### src/rtl/rtc_alarm_pkg.sv
package rtc_alarm_pkg;
  typedef enum logic [3:0] {
    MSK_SEC   = 4'd0,
    MSK_10S   = 4'd1,
    MSK_MIN   = 4'd2,
    MSK_10M   = 4'd3,
    MSK_HOUR  = 4'd4,
    MSK_DAY   = 4'd5,
    MSK_WEEK  = 4'd6,
    MSK_MONTH = 4'd7,
    MSK_YEAR  = 4'd8
  } alm_mask_e;

  localparam logic [1:0] REG_CTRL = 2'd0;
  localparam logic [1:0] REG_TIME = 2'd1;
  localparam logic [1:0] REG_DATE = 2'd2;

  localparam int CTRL_EN_BIT    = 15;
  localparam int CTRL_CHIME_BIT = 14;
  localparam int CTRL_MASK_LO   = 8;

  typedef struct packed {
    logic [7:0] hr;
    logic [7:0] mn;
    logic [7:0] sc;
  } bcd_time_t;

  typedef struct packed {
    logic [7:0] yr;
    logic [7:0] mo;
    logic [7:0] dy;
    logic [7:0] wd;
  } bcd_date_t;
endpackage

### src/rtl/rtc_alarm_cfg.sv
module rtc_alarm_cfg
  import rtc_alarm_pkg::*;
#(
  parameter int ADDR_W = 2,
  parameter int DATA_W = 32,
  parameter int MASK_W = 4
) (
  input  logic              clk,
  input  logic              rst,
  input  logic              wr_ok,
  input  logic [ADDR_W-1:0] wr_addr,
  input  logic [DATA_W-1:0] wr_data,
  output logic              chime,
  output logic [MASK_W-1:0] mask,
  output bcd_time_t         alm_time,
  output bcd_date_t         alm_date
);
  localparam int TIME_W = $bits(bcd_time_t);
  localparam int DATE_W = $bits(bcd_date_t);

  always_ff @(posedge clk) begin
    if (rst) begin
      chime    <= 1'b0;
      mask     <= '0;
      alm_time <= '0;
      alm_date <= '0;
    end else if (wr_ok) begin
      case (wr_addr)
        REG_CTRL: begin
          chime <= wr_data[CTRL_CHIME_BIT];
          mask  <= wr_data[CTRL_MASK_LO +: MASK_W];
        end
        REG_TIME: alm_time <= bcd_time_t'(wr_data[TIME_W-1:0]);
        REG_DATE: alm_date <= bcd_date_t'(wr_data[DATE_W-1:0]);
        default: ;
      endcase
    end
  end
endmodule

### src/rtl/rtc_alarm_match.sv
module rtc_alarm_match
  import rtc_alarm_pkg::*;
#(
  parameter int MASK_W = 4
) (
  input  logic [MASK_W-1:0] mask,
  input  bcd_time_t         alm_time,
  input  bcd_date_t         alm_date,
  input  bcd_time_t         cur_time,
  input  bcd_date_t         cur_date,
  output logic              hit
);
  localparam int NFIELD = 4;

  logic [NFIELD-1:0] date_eq;
  logic eq_s1, eq_s, eq_m1, eq_m, eq_h, eq_t;

  for (genvar g = 0; g < NFIELD; g++) begin : g_date_cmp
    assign date_eq[g] = (alm_date[8*g +: 8] == cur_date[8*g +: 8]);
  end

  assign eq_s1 = (alm_time.sc[3:0] == cur_time.sc[3:0]);
  assign eq_s  = (alm_time.sc == cur_time.sc);
  assign eq_m1 = (alm_time.mn[3:0] == cur_time.mn[3:0]);
  assign eq_m  = (alm_time.mn == cur_time.mn);
  assign eq_h  = (alm_time.hr == cur_time.hr);
  assign eq_t  = eq_h & eq_m & eq_s;

  // date_eq bits: 0 weekday, 1 day, 2 month, 3 year
  always_comb begin
    case (mask)
      MSK_SEC:   hit = 1'b1;
      MSK_10S:   hit = eq_s1;
      MSK_MIN:   hit = eq_s;
      MSK_10M:   hit = eq_m1 & eq_s;
      MSK_HOUR:  hit = eq_m & eq_s;
      MSK_DAY:   hit = eq_t;
      MSK_WEEK:  hit = eq_t & date_eq[0];
      MSK_MONTH: hit = eq_t & date_eq[1];
      MSK_YEAR:  hit = eq_t & date_eq[1] & date_eq[2];
      default:   hit = 1'b0;
    endcase
  end

  logic unused_yr;
  assign unused_yr = date_eq[3];
endmodule

### src/rtl/rtc_alarm_rep.sv
module rtc_alarm_rep #(
  parameter int RPT_W = 8
) (
  input  logic             clk,
  input  logic             rst,
  input  logic             ctrl_wr,
  input  logic             ctrl_en,
  input  logic [RPT_W-1:0] ctrl_rpt,
  input  logic             sw_clear,
  input  logic             tick,
  input  logic             hit,
  input  logic             chime,
  output logic             en_q,
  output logic [RPT_W-1:0] rpt_q,
  output logic             sync_q,
  output logic             pulse_q
);
  logic             hold_q, hold_n, en_n, fire;
  logic [RPT_W-1:0] rpt_n;

  assign fire = tick & en_q & hit;

  always_comb begin
    en_n   = en_q;
    rpt_n  = rpt_q;
    hold_n = hold_q;
    if (tick) hold_n = 1'b0;
    if (fire) begin
      if (chime || rpt_q != '0) begin
        rpt_n = rpt_q - 1'b1;
      end else begin
        en_n   = 1'b0;
        hold_n = 1'b1;
      end
    end
    if (ctrl_wr) begin
      en_n  = ctrl_en;
      rpt_n = ctrl_rpt;
    end
    if (sw_clear) en_n = 1'b0;
  end

  always_ff @(posedge clk) begin
    if (rst) begin
      en_q    <= 1'b0;
      rpt_q   <= '0;
      hold_q  <= 1'b0;
      sync_q  <= 1'b0;
      pulse_q <= 1'b0;
    end else begin
      en_q    <= en_n;
      rpt_q   <= rpt_n;
      hold_q  <= hold_n;
      sync_q  <= en_n | hold_n;
      pulse_q <= fire;
    end
  end
endmodule

### src/rtl/rtc_alarm_ctl.sv
module rtc_alarm_ctl
  import rtc_alarm_pkg::*;
#(
  parameter int ADDR_W = 2,
  parameter int DATA_W = 32,
  parameter int RPT_W  = 8,
  parameter int MASK_W = 4
) (
  input  logic              clk,
  input  logic              rst,
  input  logic              cfg_we,
  input  logic [ADDR_W-1:0] cfg_addr,
  input  logic [DATA_W-1:0] cfg_wdata,
  input  logic              tick,
  input  logic [23:0]       cur_time,
  input  logic [31:0]       cur_date,
  output logic              alm_sync,
  output logic              alm_pulse,
  output logic              alm_enabled,
  output logic [RPT_W-1:0]  alm_count
);
  logic              wr_ok, ctrl_wr, sw_clear, hit, chime_q;
  logic [MASK_W-1:0] mask_q;
  bcd_time_t         alm_time_q;
  bcd_date_t         alm_date_q;

  assign wr_ok    = cfg_we & ~alm_sync;
  assign ctrl_wr  = wr_ok & (cfg_addr == REG_CTRL);
  assign sw_clear = cfg_we & alm_sync & (cfg_addr == REG_CTRL) & ~cfg_wdata[CTRL_EN_BIT];

  rtc_alarm_cfg #(.ADDR_W(ADDR_W), .DATA_W(DATA_W), .MASK_W(MASK_W)) i_cfg (
    .clk      (clk),
    .rst      (rst),
    .wr_ok    (wr_ok),
    .wr_addr  (cfg_addr),
    .wr_data  (cfg_wdata),
    .chime    (chime_q),
    .mask     (mask_q),
    .alm_time (alm_time_q),
    .alm_date (alm_date_q)
  );

  rtc_alarm_match #(.MASK_W(MASK_W)) i_match (
    .mask     (mask_q),
    .alm_time (alm_time_q),
    .alm_date (alm_date_q),
    .cur_time (bcd_time_t'(cur_time)),
    .cur_date (bcd_date_t'(cur_date)),
    .hit      (hit)
  );

  rtc_alarm_rep #(.RPT_W(RPT_W)) i_rep (
    .clk      (clk),
    .rst      (rst),
    .ctrl_wr  (ctrl_wr),
    .ctrl_en  (cfg_wdata[CTRL_EN_BIT]),
    .ctrl_rpt (cfg_wdata[RPT_W-1:0]),
    .sw_clear (sw_clear),
    .tick     (tick),
    .hit      (hit),
    .chime    (chime_q),
    .en_q     (alm_enabled),
    .rpt_q    (alm_count),
    .sync_q   (alm_sync),
    .pulse_q  (alm_pulse)
  );
endmodule

### config.mk
export PLATFORM = sky130hd
export DESIGN_NAME = rtc_alarm_ctl
export DESIGN_NICKNAME = d
export VERILOG_FILES = /design/src/rtl/rtc_alarm_pkg.sv /design/src/rtl/rtc_alarm_cfg.sv /design/src/rtl/rtc_alarm_match.sv /design/src/rtl/rtc_alarm_rep.sv /design/src/rtl/rtc_alarm_ctl.sv
export SDC_FILE = /design/constraint.sdc
export NUM_CORES = 1
export LEC_CHECK = 0
export BUFFER_PORTS_ARGS = -buffer_cell sky130_fd_sc_hd__buf_4
export CAP_MARGIN = 5
export CORE_UTILIZATION = 55
export CTS_CLUSTER_DIAMETER = 50
export DETAILED_ROUTE_END_ITERATION = 10
export PLACE_DENSITY = 0.81
export SKIP_LAST_GASP = 1
export SYNTH_ARGS = -nofsm -noshare
export SYNTH_HDL_FRONTEND = slang
export SYNTH_HIERARCHICAL = 1
export SYNTH_SLANG_ARGS = --single-unit
### constraint.sdc
create_clock -name clk -period 5.55 [get_ports clk]
set_input_delay 1.665 -clock clk [delete_from_list [all_inputs] [get_ports clk]]
set_output_delay 1.665 -clock clk [all_outputs]
set_load 0.1 [all_outputs]
==> flow_metrics.tcl <==
set metrics [dict create \
    grt_pass1_wl_um 12200 \
    path_class "input port to flop" \
    post_cts_buffers 0 \
    row_count 28 \
    dieArea_sq_um 6640 \
    period_needed_ns 3.75 \
    pin_count 105 \
    clk_latency_ns 0.34 \
    p_sw_mw 0.303 \
    r2r-end "i_rep/rpt_q[6]" \
    power.share.sequential 0.424 \
    skew_ns 0.00743 \
    hold_class "flop to flop" \
    worst_pin_slew_ns 0.673 \
    dieHeight_um 81.5 \
    end_kind "flop" \
    worstPathArrival_ns 4.00 \
    p_int_mw 0.877 \
    grt_max_degree 89 \
    multi_input_area_sq_um 2070 \
    met3WireLength_um 633 \
    grt_overflow 0 \
    reg2reg_depth 8 \
    wirelength_um 7670 \
    io_buffers 88 \
    worstPathMaxFanout 5 \
    fp.dieW_um 81.5 \
    grt_pass1_vias 2690 \
    cts_tree "done" \
    start_kind "input port" \
    preCtsSetupSlack_ns 1.47 \
    switching_share 0.257 \
    fin_crit_sh 0.675 \
    p_leak_nw 1.86 \
    cap_violations 0 \
    power.density_nw_per_um2 268 \
    core_area_sq_um 5990 \
    drc 0 \
    pwr-share-clk 0.412 \
    regArea_sq_um 1300 \
    cts.sinks 65 \
    fillCellCount 453 \
    synth_warnings 6 \
    syn_area_sq_um 3480 \
    syn_to_final_growth_pct 26.6 \
    fin_ws_ns 1.80 \
    ant_nets 0 \
    status "complete, no violations" \
    comb_power_share 0.164 \
    start_util 0.580 \
    wire_per_inst_um 14.7 \
    post_synth.cell_area_avg_sq_um 9.66 \
    wl_met2_um 3760 \
    cts_resized 0 \
    final_net_count 538 \
    finalSetupViolations 0 \
    diodes 0 \
    maxSlewHeadroom 0.545 \
    regToRegStartpoint "i_cfg/alm_time[23]" \
    min-delay-start "i_cfg/alm_date[22]" \
    critPathRequiredTime_ns 5.80 \
    ctsHoldBuffers 0 \
    finalSetupTns_ns 0 \
    drtIter0Drc 122 \
    clk_pin_slew_ns 0.07 \
    via_per_inst 5.30 \
    vias 2769 \
    drt-met1-wl_um 3250 \
    antenna_found_initial 0 \
    postSynthNetCount 456 \
    cts-root-buf "clkbuf_8" \
    numCtsBuffers 9 \
    ctsLongestPathBuffers 2 \
    drive_gt1_frac 0.253 \
    h-tree-depth 3 \
    vdd_drop_max_mv 0.157 \
    first_pass_iters 4 \
    gp_congestion 0.821 \
    hold_viol_final 0 \
    max_freq_mhz 267 \
    whs_path_depth 2 \
    min_to "i_cfg/alm_date[22]" \
    routed.top_layer "met4" \
    rrSetupSlack_ns 2.94 \
    rsz0062_at_grt "no" \
    dp_hpwl_um 5570 \
    slew_viol_final 0 \
    syn_inst 360 \
    grtUsageTotal 0.247 \
]
## metrics by stage
step	util	std cells	power (mW)	hold slack, ns	cell area, sq um
after global placement	0.694	506	0.700	0.468	4160
final	0.735	522	1.18	0.488	4400
after CTS	0.735	522	1.19	0.493	4400
after floorplan	-	360	0.631	0.449	3480
after global routing	0.735	522	1.22	0.500	4400
after detailed placement	0.694	506	0.704	0.474	4160
## worst max-delay path, cell delays in order
cell      delay (ns)
buf_4           0.11
xor2_1          0.15
nor4_1          0.43
a22o_1          0.26
nand2_1         0.06
o21ai_1         0.25
nand4_1         0.25
or4_1           0.56
a311oi_1        0.25
## cell usage in the layout, fill, tap and decap left out, types with 3 or more instances in the layout
cell type,count
bufinv_16,3
mux2i_1,53
xnor2_1,31
a211oi_1,6
dfxtp_1,65
clkbuf_8,9
nor4_1,7
buf_4,90
nand3_1,5
nand4_1,7
nor3_1,3
inv_1,4
nor2_1,12
a21oi_1,4
nand2_1,5
nand2b_1,78
xor2_1,20
## routing by layer
metal  GRT usage  vias to the layer above
met1       0.294                     1275
met4      0.0804                        0
met2       0.419                       85
met5           0                        -
li1            -                     1407
met3      0.0767                        2
## area by class of cell
cell class	count	share of cell area
multi-input combinational	272	0.471
sequential	65	0.296
timing repair buffer	90	0.154
clock buffer	9	0.0281
clock inverter	7	0.0270
tap	75	0.0213
inverter	4	0.00341
## flip-flops by register name (all words and copies together), names as in the netlist
| signal | count |
|---|---|
| i_rep/rpt_q | 8 |
| i_cfg/mask | 4 |
| i_cfg/alm_time | 24 |
| i_rep/pulse_q | 1 |
| i_cfg/chime | 1 |
| i_rep/sync_q | 1 |
| i_rep/en_q | 1 |
| i_rep/hold_q | 1 |
| i_cfg/alm_date | 24 |
## worst max path at each step
| stage | from | to | slack, ns | depth (start not counted) |
|---|---|---|---|---|
| after floorplan | cur_time[2] | i_rep/rpt_q[6] | 1.98 | 8 |
| after global placement | cur_time[17] | i_rep/rpt_q[6] | 1.54 | 9 |
| after detailed placement | cur_time[2] | i_rep/rpt_q[6] | 1.47 | 9 |
| after CTS | cur_time[2] | i_rep/rpt_q[6] | 1.84 | 9 |
| after global routing | cur_time[23] | i_rep/rpt_q[6] | 1.62 | 9 |
| final | cur_time[23] | i_rep/rpt_q[6] | 1.80 | 9 |
## power by group through the flow
stage	sequential, mW	combinational, mW	clock, mW
finish	0.500	0.194	0.486
global route	0.502	0.209	0.514
CTS	0.500	0.195	0.492
detailed placement	0.510	0.194	0
global placement	0.509	0.191	0
floorplan	0.535	0.0958	0
No activity file was read; power rests on OpenSTA's default activity.
